<file path="config.mk">
export PLATFORM = sky130hd
export DESIGN_NAME = fsw_insert_ctrl
export DESIGN_NICKNAME = d
export VERILOG_FILES = /design/src/rtl/fsw_insert_ctrl.sv
export SDC_FILE = /design/constraint.sdc
export NUM_CORES = 1
export LEC_CHECK = 0
export BUFFER_PORTS_ARGS = -buffer_cell sky130_fd_sc_hd__buf_2
export CAP_MARGIN = 5
export CORE_ASPECT_RATIO = 0.7
export CORE_MARGIN = 2
export CORE_UTILIZATION = 40
export DETAILED_ROUTE_END_ITERATION = 6
export HOLD_SLACK_MARGIN = 0.12
export PLACE_DENSITY_LB_ADDON = 0.08
export SYNTH_ARGS = -nofsm -noshare
export SYNTH_HDL_FRONTEND = slang
export SYNTH_SLANG_ARGS = --single-unit
export TNS_END_PERCENT = 1
</file>
<file path="constraint.sdc">
create_clock -name clk -period 8.1 [get_ports clk]
set_input_delay 1.215 -clock clk [delete_from_list [all_inputs] [get_ports clk]]
set_output_delay 1.215 -clock clk [all_outputs]
set_load 0.1 [all_outputs]
</file>
<file path="src/rtl/fsw_insert_ctrl.sv">
module fsw_insert_ctrl #(
  parameter int H_W      = 11,
  parameter int V_W      = 10,
  parameter int D_W      = 8,
  parameter int H_ACT    = 720,
  parameter int V_ACT    = 288,
  parameter int MARG_PCT = 3
) (
  input  logic           clk,
  input  logic           rst_n,
  input  logic [1:0]     mode,
  input  logic           fs_in,
  input  logic [1:0]     fs_phase,
  input  logic           field_start,
  input  logic [H_W-1:0] h_pos,
  input  logic [V_W-1:0] v_pos,
  input  logic [D_W-1:0] uv_org,
  input  logic [D_W-1:0] uv_ins,
  output logic           fs_out,
  output logic [D_W-1:0] uv_out,
  output logic           muxc,
  output logic [1:0]     gp_stat,
  output logic           stop_bypass
);
  localparam logic [H_W-1:0] H_LO = H_W'(H_ACT * MARG_PCT / 100);
  localparam logic [H_W-1:0] H_HI = H_W'(H_ACT - H_ACT * MARG_PCT / 100);
  localparam logic [V_W-1:0] V_LO = V_W'(V_ACT * MARG_PCT / 100);
  localparam logic [V_W-1:0] V_HI = V_W'(V_ACT - V_ACT * MARG_PCT / 100);
  localparam int ACC_W = D_W + 4;

  logic       s1, s2;
  logic [1:0] ph1, ph2;
  logic       fs_seen;
  logic [1:0] cnt;
  logic       sel_q;
  logic [2:0] w;

  wire is_full = (mode == 2'b01);
  wire is_fast = (mode == 2'b10);
  wire qual    = (cnt == 2'd2);
  wire in_win  = (h_pos >= H_LO) && (h_pos < H_HI) && (v_pos >= V_LO) && (v_pos < V_HI);
  wire gate    = is_fast && qual && s2 && in_win;
  wire sel     = is_full || gate;

  always_ff @(posedge clk or negedge rst_n)
    if (!rst_n) begin
      s1 <= 1'b0; s2 <= 1'b0; ph1 <= '0; ph2 <= '0;
    end else begin
      s1 <= fs_in; s2 <= s1; ph1 <= fs_phase; ph2 <= ph1;
    end

  always_ff @(posedge clk or negedge rst_n)
    if (!rst_n) begin
      fs_seen <= 1'b0;
      cnt     <= '0;
    end else if (field_start) begin
      fs_seen <= 1'b0;
      if (fs_seen || s2) cnt <= qual ? cnt : cnt + 2'd1;
      else               cnt <= '0;
    end else if (s2) begin
      fs_seen <= 1'b1;
    end

  always_comb
    if (sel && !sel_q)      w = 3'd4 - {1'b0, ph2};
    else if (!sel && sel_q) w = {1'b0, ph2};
    else                    w = sel ? 3'd4 : 3'd0;

  logic signed [ACC_W-1:0] ie, oe, we, wc, acc;
  always_comb begin
    ie  = ACC_W'($signed(uv_ins));
    oe  = ACC_W'($signed(uv_org));
    we  = $signed({{(ACC_W-3){1'b0}}, w});
    wc  = ACC_W'(4) - we;
    acc = ie * we + oe * wc + ACC_W'(2);
  end

  always_ff @(posedge clk or negedge rst_n)
    if (!rst_n) begin
      sel_q  <= 1'b0;
      uv_out <= '0;
      fs_out <= 1'b0;
      muxc   <= 1'b0;
    end else begin
      sel_q  <= sel;
      uv_out <= acc[D_W+1:2];
      fs_out <= is_full ? in_win : gate;
      muxc   <= (is_full || is_fast) ? !muxc : 1'b0;
    end

  assign gp_stat     = rst_n ? {sel_q, qual} : 2'b00;
  assign stop_bypass = rst_n && is_full;

  p_fso_window_r3: assert property (@(posedge clk) disable iff (!rst_n)
    fs_out |-> ($past(h_pos) >= H_LO && $past(h_pos) < H_HI &&
                $past(v_pos) >= V_LO && $past(v_pos) < V_HI));

  p_fast_needs_qual_r2: assert property (@(posedge clk) disable iff (!rst_n)
    (fs_out && $past(mode) == 2'b10) |-> $past(cnt) == 2'd2);

  p_empty_field_drop_r4: assert property (@(posedge clk) disable iff (!rst_n)
    (field_start && !fs_seen && !s2) |=> !gp_stat[0]);

  p_normal_pass_r9: assert property (@(posedge clk) disable iff (!rst_n)
    ($past(rst_n) && ($past(mode) == 2'b00 || $past(mode) == 2'b11)) |->
      (uv_out == $past(uv_org) && !fs_out));

  p_muxc_toggle_r8: assert property (@(posedge clk) disable iff (!rst_n)
    ($past(rst_n) && ($past(mode) == 2'b01 || $past(mode) == 2'b10)) |->
      (muxc != $past(muxc)));

  p_full_screen_ins_r7: assert property (@(posedge clk) disable iff (!rst_n)
    ($past(rst_n) && $past(rst_n, 2) && $past(mode) == 2'b01 && $past(mode, 2) == 2'b01) |->
      uv_out == $past(uv_ins));
endmodule

</file>
-- After elaboration in Yosys (flattened, before gate mapping)
Index checks and enable logic that the tools add are counted.
- flip-flop bits (word level): 20
- input port bits: 45
- output and inout port bits: 13
- word-level logic and storage cells: 52
- add/sub/neg operators: 5
- multipliers: 2
- order comparisons: 4
- eq/ne operators: 4
- mux-type cells: 10
- reduce and logical (&&, ||, !) cells: 17
- operators with widths (operator ; number):
    multiplier 8 x 4 -> 10 bit ; 2
    >= comparator 11 x 5 -> 1 bit, second input constant ; 1
    < comparator 11 x 10 -> 1 bit, second input constant ; 1
    adder 10 bit ; 1
    adder 10 x 3 -> 10 bit, second input constant ; 1
    >= comparator 10 x 4 -> 1 bit, second input constant ; 1
    < comparator 10 x 9 -> 1 bit, second input constant ; 1
    logical AND 1 bit ; 9
    2-to-1 mux 3 bit ; 3
    2-to-1 mux 2 bit ; 3
    == test 2 bit, second input constant ; 2
    2-to-1 mux 1 bit ; 4
    subtractor 3 x 3 -> 4 bit, first input constant ; 1
    zero test 1 bit ; 3
    logical OR 1 bit ; 3
    subtractor 3 x 2 -> 3 bit, first input constant ; 1
    adder 2 x 1 -> 2 bit, second input constant ; 1
    == test 2 x 1 -> 1 bit, second input constant ; 1
    inequality test 2 bit, second input constant ; 1
    AND reduction 2 bit ; 1
    nonzero test 2 bit ; 1

-- Depth between registers and ports, before layout
Gate-level depths: netlist (run 1).
- depth after elaboration: 14
- mapped depth: 28
- mapped depth without buffers: 28

-- Least setup slack after synthesis (run 1)
OpenSTA, ideal clock, no wires.
- kind: in2reg
- from: input v_pos[5]
- to: register uv_out[7]
- library setup time: 0.123 ns
- arrival: 7.167 ns
- required time: 7.977 ns
- setup slack: 0.810 ns
- stages on the path: 26
- buffers on the path: 1
- path through: nor3_1 -> nand2_1 -> a32o_1 -> o21bai_4 -> mux2i_2 -> clkbuf_1 -> inv_1 -> ha_1 -> xnor2_1 -> and2b_1 -> fa_1 -> inv_1 -> fa_1 -> inv_1 -> fa_1 -> inv_1 -> fa_1 -> inv_1 -> ha_1 -> a21oi_1 -> nor2b_1 -> nor2_1 -> nor2_1 -> o41ai_1 -> xor3_1 -> xnor2_1
- longest elaborated chain between the ends: 13
- elaborated cells on any way between the ends: 17
- those cells by class: 3 x add/sub; 2 x mul; 2 x order compare; 3 x mux; 7 x reduce/logical
- RTL lines (element ; RTL line ; text):
    from (decl) ; 16 ; input logic [V_W-1:0] v_pos,
    >= comparator 10 x 4 -> 1 bit ; 41 ; wire in_win = (h_pos >= H_LO) && (h_pos < H_HI) && (v_pos >= V_LO) && (v_pos < V_HI);
    logical AND 1 bit ; 41 ;
    logical AND 1 bit * ; 41 ;
    logical AND 1 bit * ; 42 ; wire gate = is_fast && qual && s2 && in_win;
    logical OR 1 bit * ; 43 ; wire sel = is_full || gate;
    net sel ; 43 ;
    zero test 1 bit ; 66 ; else if (!sel && sel_q) w = {1'b0, ph2};
    logical AND 1 bit ; 66 ;
    2-to-1 mux 3 bit ; 66 ;
    2-to-1 mux 3 bit * ; 65 ; if (sel && !sel_q) w = 3'd4 - {1'b0, ph2};
    subtractor 3 x 3 -> 4 bit ; 74 ; wc = ACC_W'(4) - we;
    multiplier 8 x 4 -> 10 bit ; 75 ; acc = ie * we + oe * wc + ACC_W'(2);
    adder 10 bit * ; 75 ;
    adder 10 x 3 -> 10 bit * ; 75 ;
    net acc[9] ; 69 ; logic signed [ACC_W-1:0] ie, oe, we, wc, acc;
    to (signal assigned) ; 86 ; uv_out <= acc[D_W+1:2];
    to (decl) ; 20 ; output logic [D_W-1:0] uv_out,
Mark *: on every way through the listed nets, which the timed path passes. The rest lies on a longest branch.
A chain may end at the register's enable or synchronous reset.

-- Worst setup path after layout (run 1)
- from: input mode[1]
- to: register uv_out[7]
- longest elaborated chain between the ends: 13
- elaborated cells on any way between the ends: 17
- those cells by class: 3 x add/sub; 2 x mul; 2 x eq/ne; 3 x mux; 7 x reduce/logical
- RTL lines (element ; RTL line ; text):
    from (decl) ; 11 ; input logic [1:0] mode,
    == test 2 bit ; 39 ; wire is_fast = (mode == 2'b10);
    logical AND 1 bit (3 in series) ; 42 ;
    logical OR 1 bit * ; 43 ;
    net sel ; 43 ;
    zero test 1 bit ; 66 ;
    logical AND 1 bit ; 66 ;
    2-to-1 mux 3 bit ; 66 ;
    2-to-1 mux 3 bit * ; 65 ;
    subtractor 3 x 3 -> 4 bit ; 74 ;
    multiplier 8 x 4 -> 10 bit ; 75 ;
    adder 10 bit * ; 75 ;
    adder 10 x 3 -> 10 bit * ; 75 ;
    net acc[9] ; 69 ;
Marked as above.

==> results of run 1 <==
[final timing paths]
check                                            to  slack (ns)  depth (start not counted)
worst max-delay path            uv_out[7]$_DFF_PN0_        0.84                         27
worst min-delay path               ph2[0]$_DFF_PN0_        0.35                          0
worst max register to register  uv_out[7]$_DFF_PN0_        1.40                         26
worst min register to register     ph2[0]$_DFF_PN0_        0.35                          0
max in group asynchronous       uv_out[1]$_DFF_PN0_        6.86                          1
min in group asynchronous        cnt[0]$_DFFE_PN0P_        0.91                          1
[flip-flops by register name, indices dropped and copies added (netlist names)]
name	count
s1	1
fs_seen	1
ph2	2
s2	1
muxc	1
ph1	2
uv_out	8
cnt	2
fs_out	1
sel_q	1
[metrics by stage]
stage | hold WS, ns | setup slack, ns
3_5_place_dp | 0.335 | 0.517
4_1_cts | 0.353 | 0.788
2_1_floorplan | 0.331 | 0.810
3_3_place_gp | 0.336 | 0.494
5_1_grt | 0.359 | 0.371
6_report | 0.351 | 0.843
[layout make-up]
class                           count  area share [%]
Clock buffer                        3            1.30
Multi-Input combinational cell    192            60.9
Timing Repair Buffer               58            9.42
Tap cell                           94            3.69
Sequential cell                    20            15.7
Clock inverter                      1           0.942
Inverter                           68            8.01
[kinds of logic (layout without fill, tap and decap cells)]
family                     after synthesis  after routing  synth area share (%)
DFF                                     20             20                  18.5
buffers and inverters                   71            130                  9.88
adders and majority gates               65             65                  39.4
muxes                                    2              2                 0.877
AOI/OAI and AO/OA                       25             25                  8.08
and+or+nand+nor                         83             83                  16.7
xor gates and xnor gates                17             17                  6.60
[layer usage]
metal | track usage (%) | share of wire (%) | vias up | routed length [um]
met5 | 0 | 0 | - | 0
met4 | 1.19 | 0.28 | 0 | 14
met3 | 2.97 | 2.6 | 2 | 128
met2 | 23.6 | 45 | 22 | 2240
met1 | 23.3 | 52 | 945 | 2600
li1 | - | - | 985 | -
[critical path: cells and delay by family]
| family | cells | cell delay [ns] |
|---|---|---|
| AO/OA/AOI/OAI | 7 | 1.39 |
| AND/OR/NAND/NOR | 4 | 0.35 |
| buffers and inverters | 5 | 0.55 |
| multiplexers | 1 | 0.25 |
| adder cells (fa/ha/maj) | 7 | 2.72 |
| XOR/XNOR | 3 | 0.90 |
[power by group through the flow]
stage	sequential [mW]	clock [mW]	combinational [mW]
after floorplan	0.298	0	0.258
after global placement	0.141	0	0.505
after detailed placement	0.141	0	0.508
after CTS	0.139	0.102	0.509
after global routing	0.142	0.105	0.554
final	0.139	0.0978	0.498
[Yosys cell counts (2+ instances only)]
master | instances | area (um2)
and2b_1 | 4 | 30.0
xor3_1 | 2 | 47.6
nor3_1 | 3 | 15.0
dfrtp_1 | 20 | 500
clkbuf_1 | 2 | 7.51
xnor2_1 | 14 | 123
nor2_1 | 17 | 63.8
nand2b_1 | 3 | 18.8
a21oi_1 | 4 | 20.0
and2_1 | 39 | 244
a21o_1 | 3 | 22.5
inv_1 | 68 | 255
fa_1 | 34 | 681
ha_1 | 31 | 388
nor2b_1 | 4 | 25.0
nand2_1 | 10 | 37.5
==> flow_metrics.py, run 1 <==
metrics = {
    "run_status": {
        "status": "finished, final reports clean",
    },
    "pwr": {
        "combPwrFrac_pct": 67.8,
        "p_seq_share_pct": 18.9,
        "pwr-share-clk_pct": 13.3,
        "p_switching_uw": 376,
        "leakagePower_nw": 1.62,
        "power_uw": 735,
        "ir_drop_uv": 197,
        "power_density_nw_per_um2": 231,
        "swShare_pct": 51.2,
        "internal_power_uw": 359,
    },
    "grt": {
        "antenna_found_initial": 0,
        "grt_pass1_vias": 1900,
        "grtUsageTotal_pct": 15.2,
        "grt_max_degree": 24,
        "overflow": 0,
        "grt_pass1_wl_mm": 8.83,
    },
    "layout": {
        "finalNonFillerCells": 436,
        "multi_input_area_um2": 1940,
        "final_nets": 453,
        "regArea_um2": 500,
        "final_cell_mix": "inv_1 (68), buf_2 (54), and2_1 (39), fa_1 (34), ha_1 (31)",
        "diodes": 0,
        "fillers": 671,
        "synthToLayoutAreaGrowth_pct": 17.6,
        "design_area_um2": 3190,
        "layout-drive-gt1-share_pct": 20.5,
        "utilization_pct": 47.8,
        "layout_commonest_cell": "inv_1",
    },
    "timing": {
        "relSlewSlack_pct": 67.0,
        "min_period_ns": 7.26,
        "finalHoldViolations": 0,
        "fin_crit_sh_pct": 89.6,
        "fmax_ghz": 0.138,
        "slew_viol_final": 0,
        "tns_ns": 0,
        "setup_viol": 0,
        "tightest_slew_ns": 0.498,
        "fin_skew_ns": 0.00482,
        "grt_setup_unrepaired": "false",
    },
    "cts": {
        "numCtsBuffers": 3,
        "cts-root-buf": "clkbuf_8",
        "postCtsSetupRepairBufs": 0,
        "cts_tree": "built",
        "insertion_delay_ns": 0.26,
        "ctsHoldBuffers": 0,
        "cts_htree_levels": 1,
        "clock_sinks": 20,
        "cts_buffer_depth": 2,
        "clk_transition_reported_paths_ns": 0.07,
        "ctsResizeCount": 0,
    },
    "synth": {
        "syn_nets": 393,
        "async_flop_share_pct": 100,
        "netlist_area_um2": 2710,
        "synthCells": 283,
        "synth_edf_count": 0,
        "yosysSeqAreaShare_pct": 18.5,
        "yosys_warnings": 0,
        "synth_ff_type": "dfrtp_1",
        "synthDistinctLibCells": 41,
        "syn_avg_cell_area_um2": 9.58,
        "ys_ff_latch": 20,
    },
    "floorplan": {
        "die_x_um": 102,
        "io_pins": 58,
        "fp-row-count": 25,
        "design.die.area_um2": 7460,
        "initial_core_util_pct": 40.7,
        "die_y_um": 72.9,
        "core_area_um2": 6660,
    },
    "worst_setup_path": {
        "critPathLaunchType": "input port",
        "crit_required_ns": 8.25,
        "r2r-start": "cnt[0]$_DFFE_PN0P_",
        "slowest_delay_ns": 0.54,
        "crit_type": "in -> reg",
        "critPathCaptureType": "flop",
        "crit_arrival_ns": 7.40,
        "cp_max_fo": 6,
        "crit_slowest_cell": "fa_1",
        "cpMostUsedCell": "fa_1",
        "critical_path.startpoint": "mode[1]",
    },
    "worst_hold_path": {
        "hp-class": "reg -> reg",
        "min_from": "ph1[0]$_DFF_PN0_",
    },
    "routing": {
        "routed_wl_mm": 4.98,
        "first_iter_violations": 45,
        "drtPass1Iterations": 4,
        "drcViolationCount": 0,
        "vias": 1954,
        "vias_per_cell": 4.48,
        "ant_nets": 0,
        "wl_per_cell_um": 11.4,
    },
    "placed_design": {
        "place_inst": 432,
        "gp_congestion": 0.848,
        "place_area_um2": 3120,
        "dp_hpwl_mm": 4.46,
        "port_buffers": 54,
    },
    "job": {
        "cap_violations": 0,
    },
}
Power figures use the tool's default switching activity.
==> run 2, diff against run 1 <==
- RECOVER_POWER: default -> 25
==> run 2 against run 1 <==
  * Combinational power about the same
  * Highest routed layer unchanged
  * Count of clock-buffer cells in the layout stayed put
  * Die area did not move
==> flow_metrics.py, run 2 (synthesized netlist as in run 1, its figures left out) <==
metrics = {
    "layout": {
        "final_cell_mix": "inv_1 (68), buf_2 (52), and2_1 (39), fa_1 (34), ha_1 (31)",
        "regArea_um2": 500,
        "synthToLayoutAreaGrowth_pct": 17.5,
        "fillers": 673,
        "layout_commonest_cell": "inv_1",
        "largest_reg_flops": 8,
        "multi_input_area_um2": 1940,
        "diodes": 0,
        "utilization_pct": 47.8,
        "final_nets": 453,
        "layout-drive-gt1-share_pct": 19.9,
        "top_register": "uv_out",
    },
    "routing": {
        "vias_per_cell": 4.48,
        "ant_nets": 0,
        "routed_wl_mm": 4.98,
        "first_iter_violations": 45,
        "drcViolationCount": 0,
        "drtPass1Iterations": 4,
        "vias": 1954,
        "wl_per_cell_um": 11.4,
    },
    "cts": {
        "cts_buffer_depth": 2,
        "clock_sinks": 20,
        "clk_transition_reported_paths_ns": 0.07,
        "numCtsBuffers": 3,
        "ctsHoldBuffers": 0,
        "insertion_delay_ns": 0.26,
        "ctsResizeCount": 0,
        "postCtsSetupRepairBufs": 0,
        "cts_tree": "built",
        "cts_htree_levels": 1,
        "cts-root-buf": "clkbuf_8",
    },
    "worst_setup_path": {
        "crit_type": "in -> reg",
        "crit_arrival_ns": 7.40,
        "cp_max_fo": 6,
        "critPathCaptureType": "flop",
        "crit_required_ns": 8.25,
        "critPathLaunchType": "input port",
    },
    "grt": {
        "overflow": 0,
        "antenna_found_initial": 0,
        "grt_max_degree": 24,
        "grt_pass1_vias": 1900,
        "grt_pass1_wl_mm": 8.83,
        "grtUsageTotal_pct": 15.2,
    },
    "timing": {
        "fin_crit_sh_pct": 89.6,
        "slew_viol_final": 0,
        "relSlewSlack_pct": 23.6,
        "fmax_ghz": 0.138,
        "tns_ns": 0,
        "min_period_ns": 7.26,
        "tightest_slew_ns": 1.15,
        "grt_setup_unrepaired": "false",
        "setup_viol": 0,
        "fin_skew_ns": 0.00482,
        "finalHoldViolations": 0,
    },
    "floorplan": {
        "core_area_um2": 6660,
        "io_pins": 58,
        "fp-row-count": 25,
        "die_x_um": 102,
        "die_y_um": 72.9,
        "design.die.area_um2": 7460,
        "initial_core_util_pct": 40.7,
    },
    "run_status": {
        "status": "finished, final reports clean",
    },
    "pwr": {
        "leakagePower_nw": 1.62,
        "power_density_nw_per_um2": 231,
        "ir_drop_uv": 197,
    },
    "placed_design": {
        "gp_congestion": 0.848,
        "dp_hpwl_mm": 4.46,
        "port_buffers": 54,
    },
    "job": {
        "cap_violations": 0,
    },
    "worst_hold_path": {
        "hp-class": "reg -> reg",
    },
}
[run 2: metrics by stage]
stage	worst slack (ns)	instances	power, mW	area, um2	hold WS, ns
floorplan	0.810	283	0.556	2710	0.331
global placement	0.494	432	0.646	3120	0.336
detailed placement	0.517	432	0.649	3120	0.335
CTS	0.788	436	0.750	3190	0.353
global route	0.371	436	0.800	3180	0.359
finish	0.843	436	0.735	3180	0.351
[run 2: final timing paths]
check                                   start                  end  slack (ns)  depth (start not counted)
hold / removal               ph1[0]$_DFF_PN0_     ph2[0]$_DFF_PN0_        0.35                          0
max in group asynchronous               rst_n  uv_out[1]$_DFF_PN0_        6.25                          1
min in group asynchronous               rst_n   cnt[0]$_DFFE_PN0P_        1.16                          1
setup / recovery                      mode[1]  uv_out[7]$_DFF_PN0_        0.84                         27
setup reg to reg           cnt[0]$_DFFE_PN0P_  uv_out[7]$_DFF_PN0_        1.40                         26
hold reg to reg              ph1[0]$_DFF_PN0_     ph2[0]$_DFF_PN0_        0.35                          0
[run 2: layer usage]
metal / GRT usage [%] / wire, um / part of all wire [%]
met1: 23.3 / 2600 / 52
met2: 23.6 / 2240 / 45
met3: 2.97 / 128 / 2.6
met4: 1.19 / 14 / 0.28
met5: 0 / 0 / 0
[run 2: report_power, final]
part / leakage (nW) / internal, mW / switching, mW
clock network: 0.0357 / 0.0659 / 0.0319
logic: 1.34 / 0.163 / 0.335
registers: 0.241 / 0.130 / 0.00918
[run 2: layout make-up]
class / instances / share of cell area [%]
sequential: 20 / 15.7
timing repair buffer: 58 / 9.35
clock buffer: 3 / 1.30
inverter: 68 / 8.02
tap: 94 / 3.69
clock inverter: 1 / 0.943
multi-input combinational: 192 / 61.0
[run 2: critical path, stage by stage]
cell	delay, ns
buf_2	0.11
inv_1	0.05
ha_1	0.17
a31oi_1	0.07
a211oi_2	0.23
o41ai_2	0.14
o21bai_4	0.23
mux2i_2	0.25
inv_1	0.13
ha_1	0.23
xnor2_1	0.26
buf_4	0.20
nand2b_1	0.13
fa_1	0.45
fa_1	0.54
inv_1	0.06
fa_1	0.52
fa_1	0.51
ha_1	0.30
a21o_1	0.15
a21oi_1	0.21
nor2b_1	0.07
nor2_1	0.09
nor2_1	0.06
o41ai_1	0.36
xor3_1	0.50
xnor2_1	0.14
==> run 3, diff against run 2 <==
- ABC_CLOCK_PERIOD_IN_PS: default -> 7550
- TNS_END_PERCENT: 1 -> default
- clock period: 8.1 -> 7.55 ns (I/O delays scaled with it)
==> run 3 against run 2 <==
  * Routed wire length is 1.2% higher
  * Combinational power is 11% higher
  * Clock skew is 0.00089 ns lower
==> flow_metrics.py, run 3 (synthesized netlist as in run 1, its figures left out) <==
metrics = {
    "worst_hold_path": {
        "min_from": "ph1[1]$_DFF_PN0_",
        "min_to": "ph2[1]$_DFF_PN0_",
        "hp-class": "reg -> reg",
        "holdPathStages": 0,
    },
    "grt": {
        "antenna_found_initial": 0,
        "grt_max_degree": 24,
        "overflow": 0,
        "grt_pass1_vias": 1981,
        "grtUsageTotal_pct": 15.5,
        "grt_pass1_wl_mm": 9.01,
    },
    "worst_setup_path": {
        "critPathCaptureType": "flop",
        "crit_slowest_cell": "fa_1",
        "critPathLaunchType": "input port",
        "crit_type": "in -> reg",
        "r2r-start": "cnt[0]$_DFFE_PN0P_",
        "reg2reg_slack_ns": 0.92,
        "reg2reg_depth": 27,
        "cp_max_fo": 6,
        "crit_arrival_ns": 7.23,
        "reg2reg_to": "uv_out[7]$_DFF_PN0_",
        "cpMostUsedCell": "fa_1",
        "crit_required_ns": 7.70,
        "slowest_delay_ns": 0.54,
    },
    "floorplan": {
        "io_pins": 58,
        "initial_core_util_pct": 40.7,
        "die_y_um": 72.9,
        "design.die.area_um2": 7460,
        "die_x_um": 102,
        "fp-row-count": 25,
        "core_area_um2": 6660,
    },
    "layout": {
        "layout-drive-gt1-share_pct": 21.8,
        "multi_input_area_um2": 1950,
        "synthToLayoutAreaGrowth_pct": 19.7,
        "regArea_um2": 500,
        "top_register": "uv_out",
        "largest_reg_flops": 8,
        "fillers": 650,
        "final_cell_mix": "inv_1 (68), buf_2 (52), and2_1 (39), fa_1 (34), ha_1 (31)",
        "diodes": 0,
        "layout_commonest_cell": "inv_1",
        "final_nets": 460,
    },
    "cts": {
        "postCtsSetupRepairBufs": 0,
        "ctsHoldBuffers": 0,
        "numCtsBuffers": 3,
        "cts_buffer_depth": 2,
        "cts_tree": "built",
        "clk_transition_reported_paths_ns": 0.07,
        "clock_sinks": 20,
        "cts-root-buf": "clkbuf_8",
        "insertion_delay_ns": 0.25,
        "cts_htree_levels": 1,
        "ctsResizeCount": 0,
    },
    "pwr": {
        "power_density_nw_per_um2": 249,
        "power_uw": 807,
        "ir_drop_uv": 134,
        "leakagePower_nw": 1.66,
    },
    "timing": {
        "tns_ns": 0,
        "fin_skew_ns": 0.00393,
        "min_period_ns": 7.09,
        "setup_viol": 0,
        "tightest_slew_ns": 1.14,
        "relSlewSlack_pct": 23.7,
        "finalHoldViolations": 0,
        "grt_setup_unrepaired": "false",
        "fin_crit_sh_pct": 93.9,
        "slew_viol_final": 0,
        "fmax_ghz": 0.141,
    },
    "routing": {
        "wl_per_cell_um": 11.4,
        "drtPass1Iterations": 4,
        "first_iter_violations": 31,
        "ant_nets": 0,
        "routed_wl_mm": 5.04,
        "vias": 1963,
        "drcViolationCount": 0,
        "vias_per_cell": 4.43,
    },
    "placed_design": {
        "port_buffers": 54,
        "gp_congestion": 0.846,
        "dp_hpwl_mm": 4.51,
    },
    "run_status": {
        "status": "finished, final reports clean",
    },
    "job": {
        "cap_violations": 0,
    },
}
run 3: power breakdown:
group	internal, mW	switching, mW
logic	0.188	0.367
registers	0.139	0.00936
clock network	0.0707	0.0340
run 3: critical path: cells and delay by family:
kind,cells,cell delay [ns]
mux,1,0.25
fa+ha+maj,7,2.72
simple gates,4,0.43
xor+xnor,3,0.77
buf+inv,6,0.59
compound gates,7,1.31
run 3: how the worst max path moves through the flow:
stage,startpoint,end,slack (ns),depth (start not counted)
2_1_floorplan,v_pos[5],uv_out[7]$_DFF_PN0_,0.34,26
3_3_place_gp,mode[0],uv_out[7]$_DFF_PN0_,0.11,28
3_5_place_dp,mode[0],uv_out[7]$_DFF_PN0_,0.05,28
4_1_cts,mode[0],uv_out[7]$_DFF_PN0_,0.31,28
5_1_grt,mode[1],uv_out[7]$_DFF_PN0_,0.09,28
6_report,mode[0],uv_out[7]$_DFF_PN0_,0.46,28
run 3: final cells by class:
cell class / count / share of cell area, %
multi-input combinational: 192 / 60.1
timing repair buffer: 65 / 10.8
clock buffer: 3 / 1.27
tap: 94 / 3.63
sequential: 20 / 15.4
clock inverter: 1 / 0.926
inverter: 68 / 7.87
run 3: per-layer routing:
layer	global-route usage [%]	vias to the layer above	part of all wire, %
li1	-	1001	-
met1	23.8	940	52
met2	23.8	20	45
met3	3.07	2	2.6
met4	0.889	0	0.28
met5	0	-	0
run 3: per-stage QoR:
step,cell area [um2],util [%],hold WS (ns),instances,setup WS [ns]
final,3240,48.7,0.351,443,0.461
after global routing,3240,48.7,0.363,443,0.0922
after CTS,3240,48.6,0.353,443,0.308
after detailed placement,3170,47.5,0.335,439,0.0526
after global placement,3170,47.5,0.334,439,0.110
after floorplan,2710,-,0.331,283,0.343
